File: src/rtl/alu_pkg.sv
package alu_pkg;

   // Arithmetic-mode steering of the adder's second input
   typedef enum logic [1:0] {
      BSEL_PASS = 2'b00,
      BSEL_INV  = 2'b01,
      BSEL_ZERO = 2'b10,
      BSEL_ONES = 2'b11
   } bsel_e;

   // Logic-mode operation codes
   typedef enum logic [1:0] {
      LOP_AND  = 2'b00,
      LOP_OR   = 2'b01,
      LOP_XOR  = 2'b10,
      LOP_NOTA = 2'b11
   } lop_e;

   typedef struct packed {
      logic z;
      logic v;
      logic c;
      logic s;
   } alu_flags_t;

endpackage

File: src/rtl/alu_bsteer.sv
module alu_bsteer
   import alu_pkg::*;
#(
   parameter int WIDTH = 8
) (
   input  logic [WIDTH-1:0] b_in,
   input  bsel_e            sel,
   output logic [WIDTH-1:0] b_out
);
   always_comb begin
      unique case (sel)
         BSEL_PASS: b_out = b_in;
         BSEL_INV:  b_out = ~b_in;
         BSEL_ZERO: b_out = '0;
         default:   b_out = '1;
      endcase
   end
endmodule

File: src/rtl/alu_adder.sv
module alu_adder #(
   parameter int WIDTH  = 8,
   parameter bit RIPPLE = 1'b1
) (
   input  logic [WIDTH-1:0] x,
   input  logic [WIDTH-1:0] y,
   input  logic             ci,
   output logic [WIDTH-1:0] sum,
   output logic             co,
   output logic             ovf
);
   localparam int MSB = WIDTH - 1;

   generate
      if (RIPPLE) begin : g_ripple
         logic [WIDTH:0] cc;
         assign cc[0] = ci;
         for (genvar i = 0; i < WIDTH; i++) begin : g_bit
            assign sum[i]  = x[i] ^ y[i] ^ cc[i];
            assign cc[i+1] = (x[i] & y[i]) | (cc[i] & (x[i] ^ y[i]));
         end
         assign co  = cc[WIDTH];
         assign ovf = cc[WIDTH] ^ cc[MSB];
      end else begin : g_behav
         logic [WIDTH:0] wide;
         assign wide = {1'b0, x} + {1'b0, y} + {{WIDTH{1'b0}}, ci};
         assign sum  = wide[MSB:0];
         assign co   = wide[WIDTH];
         assign ovf  = (x[MSB] == y[MSB]) && (wide[MSB] != x[MSB]);
      end
   endgenerate
endmodule

File: src/rtl/alu_logic_unit.sv
module alu_logic_unit
   import alu_pkg::*;
#(
   parameter int WIDTH = 8
) (
   input  logic [WIDTH-1:0] x,
   input  logic [WIDTH-1:0] y,
   input  lop_e             op,
   output logic [WIDTH-1:0] res
);
   always_comb begin
      unique case (op)
         LOP_AND: res = x & y;
         LOP_OR:  res = x | y;
         LOP_XOR: res = x ^ y;
         default: res = ~x;
      endcase
   end
endmodule

File: src/rtl/alu_status_reg.sv
module alu_status_reg
   import alu_pkg::*;
(
   input  logic       clk,
   input  logic       rst,
   input  logic       ld,
   input  alu_flags_t d,
   output alu_flags_t q
);
   always_ff @(posedge clk) begin
      if (rst)     q <= '0;
      else if (ld) q <= d;
   end

   // reset clears the register
   assert_reset_clear_R11: assert property (@(posedge clk) rst |=> (q == '0));
   // the strobe captures the computed flags
   assert_load_capture_R10: assert property (@(posedge clk) disable iff (rst)
      ld |=> (q == $past(d)));
   // without the strobe, the flags hold
   assert_hold_R10: assert property (@(posedge clk) disable iff (rst)
      !ld |=> $stable(q));
endmodule

File: src/rtl/alu_mode_flags.sv
module alu_mode_flags
   import alu_pkg::*;
#(
   parameter int WIDTH  = 8,
   parameter bit RIPPLE = 1'b1
) (
   input  logic             clk,
   input  logic             rst,
   input  logic [WIDTH-1:0] opd_a,
   input  logic [WIDTH-1:0] opd_b,
   input  logic             mode_logic,
   input  logic [1:0]       fsel,
   input  logic             cin,
   input  logic             flag_ld,
   output logic [WIDTH-1:0] result,
   output logic             flag_z,
   output logic             flag_v,
   output logic             flag_c,
   output logic             flag_s
);
   localparam int MSB = WIDTH - 1;

   generate
      if (WIDTH < 2) begin : g_width_check
         $error("alu_mode_flags: WIDTH must be at least 2");
      end
   endgenerate

   logic [WIDTH-1:0] b_steered;
   logic [WIDTH-1:0] add_sum;
   logic [WIDTH-1:0] log_res;
   logic             add_co;
   logic             add_ovf;
   alu_flags_t       flags_next;
   alu_flags_t       flags_q;

   alu_bsteer #(.WIDTH(WIDTH)) u_bsteer (
      .b_in  (opd_b),
      .sel   (bsel_e'(fsel)),
      .b_out (b_steered)
   );

   alu_adder #(.WIDTH(WIDTH), .RIPPLE(RIPPLE)) u_adder (
      .x   (opd_a),
      .y   (b_steered),
      .ci  (cin),
      .sum (add_sum),
      .co  (add_co),
      .ovf (add_ovf)
   );

   alu_logic_unit #(.WIDTH(WIDTH)) u_logic (
      .x   (opd_a),
      .y   (opd_b),
      .op  (lop_e'(fsel)),
      .res (log_res)
   );

   always_comb begin
      result       = mode_logic ? log_res : add_sum;
      flags_next.z = (result == '0);
      flags_next.s = result[MSB];
      flags_next.c = mode_logic ? 1'b0 : add_co;
      flags_next.v = mode_logic ? 1'b0 : add_ovf;
   end

   alu_status_reg u_status (
      .clk (clk),
      .rst (rst),
      .ld  (flag_ld),
      .d   (flags_next),
      .q   (flags_q)
   );

   assign flag_z = flags_q.z;
   assign flag_v = flags_q.v;
   assign flag_c = flags_q.c;
   assign flag_s = flags_q.s;

   // zero steering with no carry transfers A
   assert_transfer_a_R4: assert property (@(posedge clk) disable iff (rst)
      (!mode_logic && fsel == 2'b10 && !cin) |-> (result == opd_a));
   // logic select 11 yields the complement of A
   assert_not_a_R1: assert property (@(posedge clk) disable iff (rst)
      (mode_logic && fsel == 2'b11) |-> (result == ~opd_a));
   // a load in logic mode leaves carry and overflow clear
   assert_logic_cv_clear_R9: assert property (@(posedge clk) disable iff (rst)
      (mode_logic && flag_ld) |=> (!flag_c && !flag_v));
   // a loaded zero flag reflects an all-zero result
   assert_zero_flag_R8: assert property (@(posedge clk) disable iff (rst)
      flag_ld |=> (flag_z == ($past(result) == '0)));
endmodule

File: config.mk
export PLATFORM = sky130hd
export DESIGN_NAME = alu_mode_flags
export DESIGN_NICKNAME = d
export VERILOG_FILES = /design/src/rtl/alu_pkg.sv /design/src/rtl/alu_bsteer.sv /design/src/rtl/alu_adder.sv /design/src/rtl/alu_logic_unit.sv /design/src/rtl/alu_status_reg.sv /design/src/rtl/alu_mode_flags.sv
export SDC_FILE = /design/constraint.sdc
export NUM_CORES = 1
export LEC_CHECK = 0
export ABC_AREA = 1
export BUFFER_PORTS_ARGS = -buffer_cell sky130_fd_sc_hd__buf_2
export CAP_MARGIN = 20
export CORE_MARGIN = 2
export CORE_UTILIZATION = 40
export CTS_CLUSTER_SIZE = 16
export DETAILED_ROUTE_END_ITERATION = 10
export MAX_ROUTING_LAYER = met4
export PLACE_DENSITY = 0.66
export SETUP_SLACK_MARGIN = 0.2
export SLEW_MARGIN = 20
export SYNTH_ARGS = -nofsm -noshare
export SYNTH_HDL_FRONTEND = slang
export SYNTH_SLANG_ARGS = --single-unit
export TNS_END_PERCENT = 50
File: constraint.sdc
create_clock -name clk -period 5.5 [get_ports clk]
set_input_delay 0.55 -clock clk [delete_from_list [all_inputs] [get_ports clk]]
set_output_delay 0.55 -clock clk [all_outputs]
set_load 0.01 [all_outputs]
==> metrics.csv, run 1 <==
stage,metric,value,unit
status,run status,completed,
yosys,largest family of logic cells by synthesized area,adder cells,
global_route,number of global-route vias before repair,1072,
cells_and_area,fin area,0.00134,sq mm
job,number of max-cap violations,0,
cells_and_area,fillers,302,
clocking,worst skew pair latency,0.23,ns
yosys,top cell type's share of synthesized area,17.3,%
die,Initial Utilization,42.0,%
cells_and_area,final core utilization,48.7,%
yosys,library cells used by synthesis,21,
worst_setup_path,crit-path cells,buf_2 -> nor2_1 -> inv_1 -> nand2_1 -> o21ai_0 -> fa_1 -> inv_1 -> fa_1 -> fa_1 -> fa_1 -> inv_1 -> fa_1 -> inv_1 -> fa_1 -> inv_1 -> fa_1 -> fa_1 -> nand2_1 -> nand2_1 -> buf_2,
cells_and_area,max reg flops,4,
cells_and_area,share of cells above drive strength 1,24.7,%
yosys,Simple-Gate Fraction of Synth Area,28.3,%
yosys,sequential area share after synthesis,6.91,%
clocking,Setup Buffers After CTS,0,
cells_and_area,diodes inserted,0,
yosys,Post-Syn Instances,183,
timing,Layout Skew,0,ns
timing,Tmin final,4.97,ns
timing,Setup-failing EPs final,0,
global_route,Overall Global Routing Usage,17.0,%
worst_setup_path,Top delay family on crit path,adder cells,
drt,drt first pass iters,5,
global_route,global-route wire length before repair,4460,um
clocking,Worst-path clk slew,0.03,ns
worst_setup_path,Setup crit end kind,output port,
yosys,mux cell area share after synthesis,0,%
timing,Tcrit/Tclk final,90.3,%
power_and_ir_drop,power per cell area,137,mW/mm^2
clocking,CTS tree,yes,
worst_setup_path,buffer and inverter count on the worst path,7,
die,num ports,35,
worst_setup_path,Setup CP Type,in -> out,
cells_and_area,Top reg by flops,u_status.q,
timing,Final Hold Viols,0,
worst_setup_path,critical path arrival,4.42,ns
clocking,CTS Buf Count,3,
worst_setup_path,cell repeated most along the worst path,fa_1,
worst_setup_path,highest-delay cell along the critical path,fa_1,
die,full die area,0.00334,sq mm
timing,Slew Limit Fails,0,
drt,routed vias,1132,
yosys,Post-synth EDFFs,0,
cells_and_area,Largest regs,u_status.q x4,
timing,max_slew headroom,72.0,%
clocking,# hold bufs at CTS,0,
global_route,initial antenna violation count,0,
yosys,Syn Area/Cell,6.33,sq um
die,Chip Width,57.8,um
placement,placed cells,243,
die,Rows,19,
clocking,clk buf depth,2,
yosys,compound-cell area share of the yosys netlist,14.5,%
yosys,"Cell Area, Synth",0.00116,sq mm
drt,routed vias/inst,4.60,
yosys,top post-synthesis cells by count,"43 x inv_1, 33 x nand2_1, 20 x nor2_1",
yosys,ys async rst share,0,%
yosys,XOR/XNOR Fraction of Synth Area,0,%
die,Core Region,0.00276,sq mm
worst_setup_path,Worst setup SP type,input port,
global_route,global route overflow,0,
yosys,Post-Synth Adder-Cell Area,31.1,%
yosys,synth warn,0,
timing,hold slack,0.455,ns
cells_and_area,Layout Cells excl Fill,246,
drt,DRT iter0 DRCs,33,
timing,Worst-Margin Slew,0.419,ns
die,Die Ht,57.8,um
yosys,register bit total from synthesis,4,
yosys,ys flop type,dfxtp_1,
worst_setup_path,worst-path fanout max,18,
timing,max frequency,201,MHz
yosys,synth top area cells,"ha_1 17%, inv_1 14%, fa_1 14%",
cells_and_area,final net count,264,
yosys,most frequent cell after synthesis,inv_1,
drt,DRC,0,
global_route,pin count of the biggest net entering global routing,19,
drt,Avg WL per Cell,10.0,um
placement,HPWL Detailed,2050,um
timing,RSZ-0062 raised after global routing,false,
worst_setup_path,max incr delay on CP,0.42,ns
worst_setup_path,"Req. time, crit path",4.95,ns
cells_and_area,P&R area growth vs syn,16.0,%
clocking,clk sinks,4,
clocking,Post-CTS Resized,0,
timing,Fin Setup TNS,0,ns
worst_hold_path,worst hold-check path type,reg -> reg,
yosys,biggest area consumer among synthesized cells,ha_1,
placement,port bufs,34,
placement,Placer Congestion,0.802,
power_and_ir_drop,leakage,0.810,nW
clocking,Root Buffer,clkbuf_4,
placement,DP Area,0.00132,sq mm
drt,Final ANT Viol Nets,0,
drt,aggregate routed wire length,2470,um
clocking,H-tree Lvls,1,
yosys,synthesized net count,230,
power_and_ir_drop,worst vdd ir,99.5,uV
==> per-layer routing <==
layer,wire length (um),vias up,GRT usage [%]
li1,-,622,-
met1,1230,485,22.6
met2,1150,25,28.7
met3,89,0,0.670
met4,0,0,3.99
met5,0,-,-
==> worst paths after layout <==
| path | slack [ns] | start | cells after the start | endpoint |
|---|---|---|---|---|
| max | 0.53 | fsel[0] | 20 | result[7] |
| min | 0.46 | u_status.q[2]$_SDFFE_PP0P_ | 2 | u_status.q[2]$_SDFFE_PP0P_ |
| max reg2reg | 4.87 | u_status.q[0]$_SDFFE_PP0P_ | 4 | u_status.q[0]$_SDFFE_PP0P_ |
| min reg2reg | 0.46 | u_status.q[2]$_SDFFE_PP0P_ | 2 | u_status.q[2]$_SDFFE_PP0P_ |
==> through the flow <==
stage | power [mW] | setup WS, ns
finish | 0.184 | 0.532
CTS | 0.189 | 0.531
floorplan | 0.115 | 0.933
detailed placement | 0.150 | 0.540
global placement | 0.151 | 0.631
global route | 0.209 | 0.250
==> layout by cell type, fill, tap and decap left out <==
cell / instances
a21oi_1: 7
a21oi_2: 6
buf_2: 34
clkbuf_4: 3
dfxtp_1: 4
fa_1: 8
ha_1: 16
inv_1: 43
inv_2: 4
nand2_1: 33
nand2_4: 1
nand3_1: 13
nand3_2: 2
nand3b_1: 1
nand4_1: 1
nor2_1: 20
nor2_2: 1
o21ai_0: 9
o21ai_1: 7
or2_2: 2
==> area by class of cell <==
class / count / area (sq um) / share of cell area, %
Multi-Input combinational cell: 127 / 856 / 63.7
Inverter: 47 / 176 / 13.1
Timing Repair Buffer: 34 / 170 / 12.7
Sequential cell: 4 / 80.1 / 5.96
Tap cell: 31 / 38.8 / 2.89
Clock buffer: 3 / 22.5 / 1.68
==> cell families after synthesis <==
group	Yosys count
compound gates	29
fa+ha+maj	24
buf+inv	52
flops	4
simple gates	74
==> tightest hold or removal path, cell delays in order, from the launching register on <==
cell and delay [ns]:
dfxtp_1 0.30, nand2_1 0.06, a21oi_1 0.05
==> report_power, final <==
part | total [mW] | internal (mW) | switching [mW] | leakage (nW)
logic | 0.118 | 0.0466 | 0.0709 | 0.763
registers | 0.0315 | 0.0308 | 0.000648 | 0.0327
clock network | 0.0355 | 0.0243 | 0.0111 | 0.0138
total | 0.184 | 0.102 | 0.0827 | 0.810
Power figures use the tool's default switching activity.
==> run 2: changes to the inputs <==
ABC_AREA = not set   (was 1)
PLACE_DENSITY = 0.65   (was 0.66)
TNS_END_PERCENT = 30   (was 50)
==> run 2 against run 1 <==
Effect of this change: cell area is 2.8% higher; routed wire length is 0.36% higher; utilization rose by 0.93 points; clock power up 2%; fmax up 1.6%; via count shrank 6.5%; power increased by 10%; clock-buffer cell count unchanged; clock skew unchanged; synthesized cell count fell by 20%; combinational power grew 14%; largest cell class unchanged.
==> metrics.csv, run 2 <==
stage,metric,value,unit,change
status,run status,completed,,
global_route,global route overflow,0,,unchanged
yosys,ys async rst share,0,%,unchanged
worst_hold_path,worst hold-check path type,reg -> reg,,
drt,DRT iter0 DRCs,28,,-15%
cells_and_area,diodes inserted,0,,unchanged
clocking,CTS tree,yes,,
timing,max_slew headroom,70.6,%,-1.4 points
yosys,Post-Syn Instances,147,,-20%
timing,Final Hold Viols,0,,unchanged
clocking,clk buf depth,2,,unchanged
cells_and_area,Layout Cells excl Fill,209,,-15%
placement,Placer Congestion,0.829,,+3.4%
cells_and_area,max reg flops,4,,unchanged
placement,port bufs,34,,unchanged
clocking,H-tree Lvls,1,,unchanged
power_and_ir_drop,worst vdd ir,114,uV,+14%
yosys,Post-Synth Adder-Cell Area,30.4,%,-0.66 points
clocking,worst skew pair latency,0.23,ns,about the same
yosys,register bit total from synthesis,4,,unchanged
cells_and_area,area of the multi-input gates,950,sq um,+11%
cells_and_area,"leading cell type in the layout, fill and taps excluded",buf_2,,
timing,Layout Skew,0,ns,unchanged
clocking,CTS Buf Count,3,,unchanged
cells_and_area,fillers,282,,-6.6%
global_route,pin count of the biggest net entering global routing,30,,+11
drt,routed vias,1058,,-6.5%
drt,aggregate routed wire length,2480,um,+0.36%
yosys,Simple-Gate Fraction of Synth Area,18.2,%,-10 points
timing,Tcrit/Tclk final,88.9,%,-1.4 points
timing,hold slack,0.465,ns,+0.00983 ns
worst_setup_path,"Req. time, crit path",4.95,ns,about the same
yosys,biggest area consumer among synthesized cells,ha_1,,
power_and_ir_drop,switching power total,0.0866,mW,+4.7%
timing,max frequency,205,MHz,+1.6%
die,Chip Width,58.4,um,+0.99%
worst_setup_path,max incr delay on CP,0.45,ns,+0.03 ns
cells_and_area,"commonest non-fill, non-tap cells in the layout","34 x buf_2, 26 x inv_1, 16 x ha_1",,
clocking,clk sinks,4,,unchanged
global_route,initial antenna violation count,0,,unchanged
power_and_ir_drop,clock share of power,17.8,%,-1.4 points
power_and_ir_drop,Sw Ratio,42.5,%,-2.3 points
yosys,library cells used by synthesis,38,,+81%
timing,Setup-failing EPs final,0,,unchanged
placement,HPWL Detailed,2120,um,+3.5%
global_route,number of global-route vias before repair,1062,,-0.93%
cells_and_area,Largest regs,u_status.q x4,,
die,Rows,19,,unchanged
job,number of max-cap violations,0,,unchanged
worst_setup_path,Worst setup SP type,input port,,
yosys,mux cell area share after synthesis,9.94,%,+9.9 points
global_route,Overall Global Routing Usage,16.2,%,-0.87 points
drt,routed vias/inst,5.06,,+10%
global_route,global-route wire length before repair,4290,um,-3.9%
power_and_ir_drop,Internal Power,0.117,mW,+15%
yosys,synth top area cells,"ha_1 17%, fa_1 14%, inv_1 8.2%",,
cells_and_area,Top reg by flops,u_status.q,,
drt,Final ANT Viol Nets,0,,unchanged
yosys,top post-synthesis cells by count,"26 x inv_1, 16 x ha_1, 11 x nor2_1",,
power_and_ir_drop,register share of total power,15.7,%,-1.4 points
timing,RSZ-0062 raised after global routing,false,,
yosys,synthesized net count,194,,-16%
yosys,largest family of logic cells by synthesized area,adder cells,,
worst_setup_path,highest-delay cell along the critical path,fa_1,,
power_and_ir_drop,power per cell area,147,mW/mm^2,+7.4%
yosys,synth warn,0,,unchanged
clocking,Post-CTS Resized,0,,unchanged
clocking,# hold bufs at CTS,0,,unchanged
yosys,Syn Area/Cell,8.05,sq um,+27%
die,Die Ht,58.4,um,+0.99%
timing,Slew Limit Fails,0,,unchanged
worst_setup_path,critical path arrival,4.34,ns,-0.08 ns
timing,Worst-Margin Slew,0.440,ns,+0.0208 ns
worst_setup_path,Setup CP Type,in -> out,,
cells_and_area,FF/Latch Area,80.1,sq um,unchanged
yosys,sequential area share after synthesis,6.77,%,-0.15 points
die,num ports,35,,unchanged
timing,Fin Setup TNS,0,ns,unchanged
cells_and_area,final net count,227,,-14%
worst_setup_path,cell repeated most along the worst path,fa_1,,
drt,drt first pass iters,4,,-1
yosys,Post-synth EDFFs,0,,unchanged
placement,placed cells,206,,-15%
yosys,most frequent cell after synthesis,inv_1,,
yosys,top cell type's share of synthesized area,16.9,%,-0.37 points
drt,DRC,0,,unchanged
cells_and_area,share of cells above drive strength 1,27.0,%,+2.3 points
yosys,"Cell Area, Synth",0.00118,sq mm,+2.2%
cells_and_area,P&R area growth vs syn,16.7,%,
power_and_ir_drop,leakage,0.715,nW,-12%
yosys,XOR/XNOR Fraction of Synth Area,6.66,%,+6.7 points
worst_setup_path,Setup crit end kind,output port,,
clocking,Worst-path clk slew,0.04,ns,about the same
clocking,Setup Buffers After CTS,0,,unchanged
die,Initial Utilization,42.6,%,+0.54 points
yosys,ys flop type,dfxtp_1,,
power_and_ir_drop,Gate power share,66.5,%,+2.8 points
timing,Tmin final,4.89,ns,-0.0786 ns
worst_setup_path,crit-path cells,buf_2 -> inv_2 -> nand2_1 -> xnor2_1 -> fa_1 -> inv_1 -> fa_1 -> fa_1 -> fa_1 -> inv_1 -> fa_1 -> inv_1 -> fa_1 -> inv_1 -> fa_1 -> fa_1 -> mux2_2 -> buf_2,,
drt,Avg WL per Cell,11.9,um,+18%
yosys,compound-cell area share of the yosys netlist,15.0,%,+0.54 points
power_and_ir_drop,Design Power,0.204,mW,+10%
cells_and_area,final core utilization,49.7,%,+0.93 points
clocking,Root Buffer,clkbuf_4,,
die,Core Region,0.00278,sq mm,+0.86%
worst_setup_path,worst-path fanout max,13,,-5
die,full die area,0.00341,sq mm,+2.0%
## run 2: layer usage
metal	track usage, %	vias to the layer above	part of all wire (%)
met4	2.99	0	0.65
met2	28.4	26	49
li1	-	541	-
met5	-	-	0
met1	19.4	489	45
met3	2.86	2	4.4
## run 2: kinds of logic after synthesis
kind of cell	count (synthesis)
AND/OR/NAND/NOR	38
multiplexers	9
flip-flops	4
adder cells (fa/ha/maj)	24
buffers and inverters	37
AO/OA/AOI/OAI	26
XOR/XNOR	9
## run 2: worst paths after layout
path                              startpoint  slack (ns)                         end  cells after the start
setup / recovery                     fsel[1]        0.61                   result[7]                     18
hold / removal    u_status.q[1]$_SDFFE_PP0P_        0.47  u_status.q[1]$_SDFFE_PP0P_                      2
setup reg to reg  u_status.q[0]$_SDFFE_PP0P_        4.89  u_status.q[0]$_SDFFE_PP0P_                      2
hold reg to reg   u_status.q[1]$_SDFFE_PP0P_        0.47  u_status.q[1]$_SDFFE_PP0P_                      2
## run 2: per-stage QoR
stage / area (sq um) / setup slack, ns
final: 1380 / 0.611
after global routing: 1380 / 0.418
after CTS: 1380 / 0.579
after detailed placement: 1360 / 0.572
after global placement: 1360 / 0.691
after floorplan: 1180 / 0.664
## run 2: power by group through the flow
stage	clock, mW	sequential [mW]	combinational, mW
after floorplan	0	0.0334	0.0938
after global placement	0	0.0323	0.133
after detailed placement	0	0.0325	0.137
after CTS	0.0382	0.0320	0.137
after global routing	0.0400	0.0323	0.153
final	0.0363	0.0320	0.135
## run 2: cell type report
type                            count  share of cell area [%]
Sequential cell                     4                    5.80
Tap cell                           31                    2.81
Clock buffer                        3                    1.63
Timing Repair Buffer               35                    12.9
Multi-Input combinational cell    106                    68.8
Inverter                           30                    8.15
## run 2: critical path: cells and delay by family
| family | cells | cell delay (ns) |
|---|---|---|
| adders and majority gates | 8 | 2.49 |
| and+or+nand+nor | 1 | 0.11 |
| buffers and inverters | 7 | 0.77 |
| muxes | 1 | 0.29 |
| xor gates and xnor gates | 1 | 0.13 |
==> run 3: changes to the inputs <==
CELL_PAD_IN_SITES_DETAIL_PLACEMENT = 0   (was not set)
CELL_PAD_IN_SITES_GLOBAL_PLACEMENT = 2   (was not set)
CORE_UTILIZATION = 29   (was 40)
PLACE_DENSITY = 0.8   (was 0.65)
==> run 3 against run 2 <==
Effect of this change: clock-buffer cell count stayed put; global-route usage is 3.0 points lower; via count is 0.57% higher; combinational power hardly changed; critical endpoint unchanged; largest power group unchanged; highest routed layer unchanged.
==> metrics.csv, run 3 (same netlist as run 2, synthesis figures left out) <==
stage,metric,value,unit,change
global_route,global route overflow,0,,unchanged
die,Die Ht,67.9,um,+16%
job,number of max-cap violations,0,,unchanged
power_and_ir_drop,worst vdd ir,50.8,uV,-55%
cells_and_area,final net count,228,,+0.44%
timing,Layout Skew,0,ns,unchanged
clocking,CTS Buf Count,3,,unchanged
die,Initial Utilization,29.8,%,-13 points
placement,Placer Congestion,0.843,,+1.7%
timing,Worst-Margin Slew,0.437,ns,-0.00338 ns
worst_setup_path,critical path arrival,4.31,ns,-0.03 ns
timing,max_slew headroom,70.8,%,+0.23 points
clocking,clk sinks,4,,unchanged
global_route,pin count of the biggest net entering global routing,30,,unchanged
drt,DRT iter0 DRCs,38,,+36%
timing,RSZ-0062 raised after global routing,false,,
die,Chip Width,67.9,um,+16%
cells_and_area,"commonest non-fill, non-tap cells in the layout","34 x buf_2, 26 x inv_1, 16 x ha_1",,
global_route,initial antenna violation count,0,,unchanged
clocking,Post-CTS Resized,0,,unchanged
clocking,Setup Buffers After CTS,0,,unchanged
global_route,global-route wire length before repair,4530,um,+5.6%
timing,final worst setup slack,0.637,ns,+0.0260 ns
timing,max frequency,206,MHz,+0.53%
timing,Tmin final,4.86,ns,-0.0260 ns
clocking,worst skew pair latency,0.22,ns,about the same
worst_setup_path,Setup CP Type,in -> out,,
cells_and_area,fillers,449,,+59%
worst_setup_path,reg-to-reg setup timing slack,4.92,ns,+0.03 ns
drt,DRC,0,,unchanged
cells_and_area,diodes inserted,0,,unchanged
drt,routed vias,1064,,+0.57%
power_and_ir_drop,leakage,0.728,nW,+1.8%
cells_and_area,Largest regs,u_status.q x4,,
timing,Slew Limit Fails,0,,unchanged
placement,Place WS,0.651,ns,+0.0794 ns
placement,HPWL Detailed,2300,um,+8.2%
clocking,clk buf depth,2,,unchanged
cells_and_area,area of the multi-input gates,950,sq um,unchanged
timing,Tcrit/Tclk final,88.4,%,-0.47 points
cells_and_area,P&R area growth vs syn,20.9,%,
power_and_ir_drop,power per cell area,161,mW/mm^2,+9.4%
worst_setup_path,Worst setup SP type,input port,,
global_route,number of global-route vias before repair,1046,,-1.5%
clocking,Root Buffer,clkbuf_8,,
die,Rows,23,,+4
cells_and_area,share of cells above drive strength 1,27.4,%,+0.41 points
power_and_ir_drop,Design Power,0.231,mW,+13%
die,full die area,0.00461,sq mm,+35%
die,Core Region,0.00397,sq mm,+43%
global_route,Overall Global Routing Usage,13.2,%,-3.0 points
worst_setup_path,Setup crit end kind,output port,,
cells_and_area,FF/Latch Area,80.1,sq um,unchanged
worst_setup_path,worst-path fanout max,9,,-4
cells_and_area,final core utilization,36.0,%,-14 points
die,num ports,35,,unchanged
timing,Fin Setup TNS,0,ns,unchanged
timing,Setup-failing EPs final,0,,unchanged
clocking,# hold bufs at CTS,0,,unchanged
placement,port bufs,34,,unchanged
worst_setup_path,"Req. time, crit path",4.95,ns,about the same
drt,routed vias/inst,4.65,,-8.2%
drt,drt first pass iters,4,,unchanged
drt,Avg WL per Cell,12.0,um,+1.1%
clocking,CTS tree,yes,,
timing,hold slack,0.475,ns,+0.00964 ns
cells_and_area,Top reg by flops,u_status.q,,
drt,Final ANT Viol Nets,0,,unchanged
clocking,H-tree Lvls,1,,unchanged
drt,aggregate routed wire length,2750,um,+11%
worst_hold_path,worst hold-check path type,reg -> reg,,
timing,Final Hold Viols,0,,unchanged
clocking,Worst-path clk slew,0.03,ns,about the same
cells_and_area,max reg flops,4,,unchanged
status,run status,completed,,
cells_and_area,"leading cell type in the layout, fill and taps excluded",buf_2,,
==> run 3: layout make-up <==
cell class	instances	share of cell area, %
inverters	30	7.87
well taps	50	4.37
multi-input cells	106	66.3
flip-flops and latches	4	5.59
clock buffers	3	2.88
repair buffers	36	12.9
==> run 3: critical path, cell delays in order <==
cell	delay, ns
buf_2	0.11
inv_2	0.14
nand2_1	0.09
xnor2_1	0.18
fa_1	0.20
inv_1	0.05
fa_1	0.39
fa_1	0.39
fa_1	0.36
inv_1	0.07
fa_1	0.15
inv_1	0.05
fa_1	0.38
inv_1	0.08
fa_1	0.23
fa_1	0.44
mux2_2	0.29
buf_2	0.14
==> run 3: final timing paths <==
check                          endpoint  cells past startpoint                        from
max                           result[7]                     18                     fsel[1]
min          u_status.q[1]$_SDFFE_PP0P_                      2  u_status.q[1]$_SDFFE_PP0P_
max reg2reg  u_status.q[3]$_SDFFE_PP0P_                      2  u_status.q[3]$_SDFFE_PP0P_
min reg2reg  u_status.q[1]$_SDFFE_PP0P_                      2  u_status.q[1]$_SDFFE_PP0P_
==> run 3: metrics by stage <==
| stage | instances | instance area (sq um) |
|---|---|---|
| after floorplan | 147 | 1180 |
| after CTS | 229 | 1430 |
| after global routing | 229 | 1430 |
| after detailed placement | 226 | 1390 |
| after global placement | 226 | 1390 |
| final | 229 | 1430 |
==> run 3: layer usage <==
metal	track usage, %	part of all wire, %	vias to the layer above	wire (um)
met4	4.50	1.2	0	32
met1	16.4	47	489	1290
li1	-	-	547	-
met5	-	0	-	0
met3	0.987	4.4	4	120
met2	22.7	48	24	1310
==> run 3: power by group <==
| group | switching [mW] | internal [mW] | total [mW] |
|---|---|---|---|
| Combinational | 0.0754 | 0.0623 | 0.138 |
| Clock | 0.0145 | 0.0466 | 0.0611 |
| Sequential | 0.000852 | 0.0312 | 0.0321 |
| Total | 0.0908 | 0.140 | 0.231 |
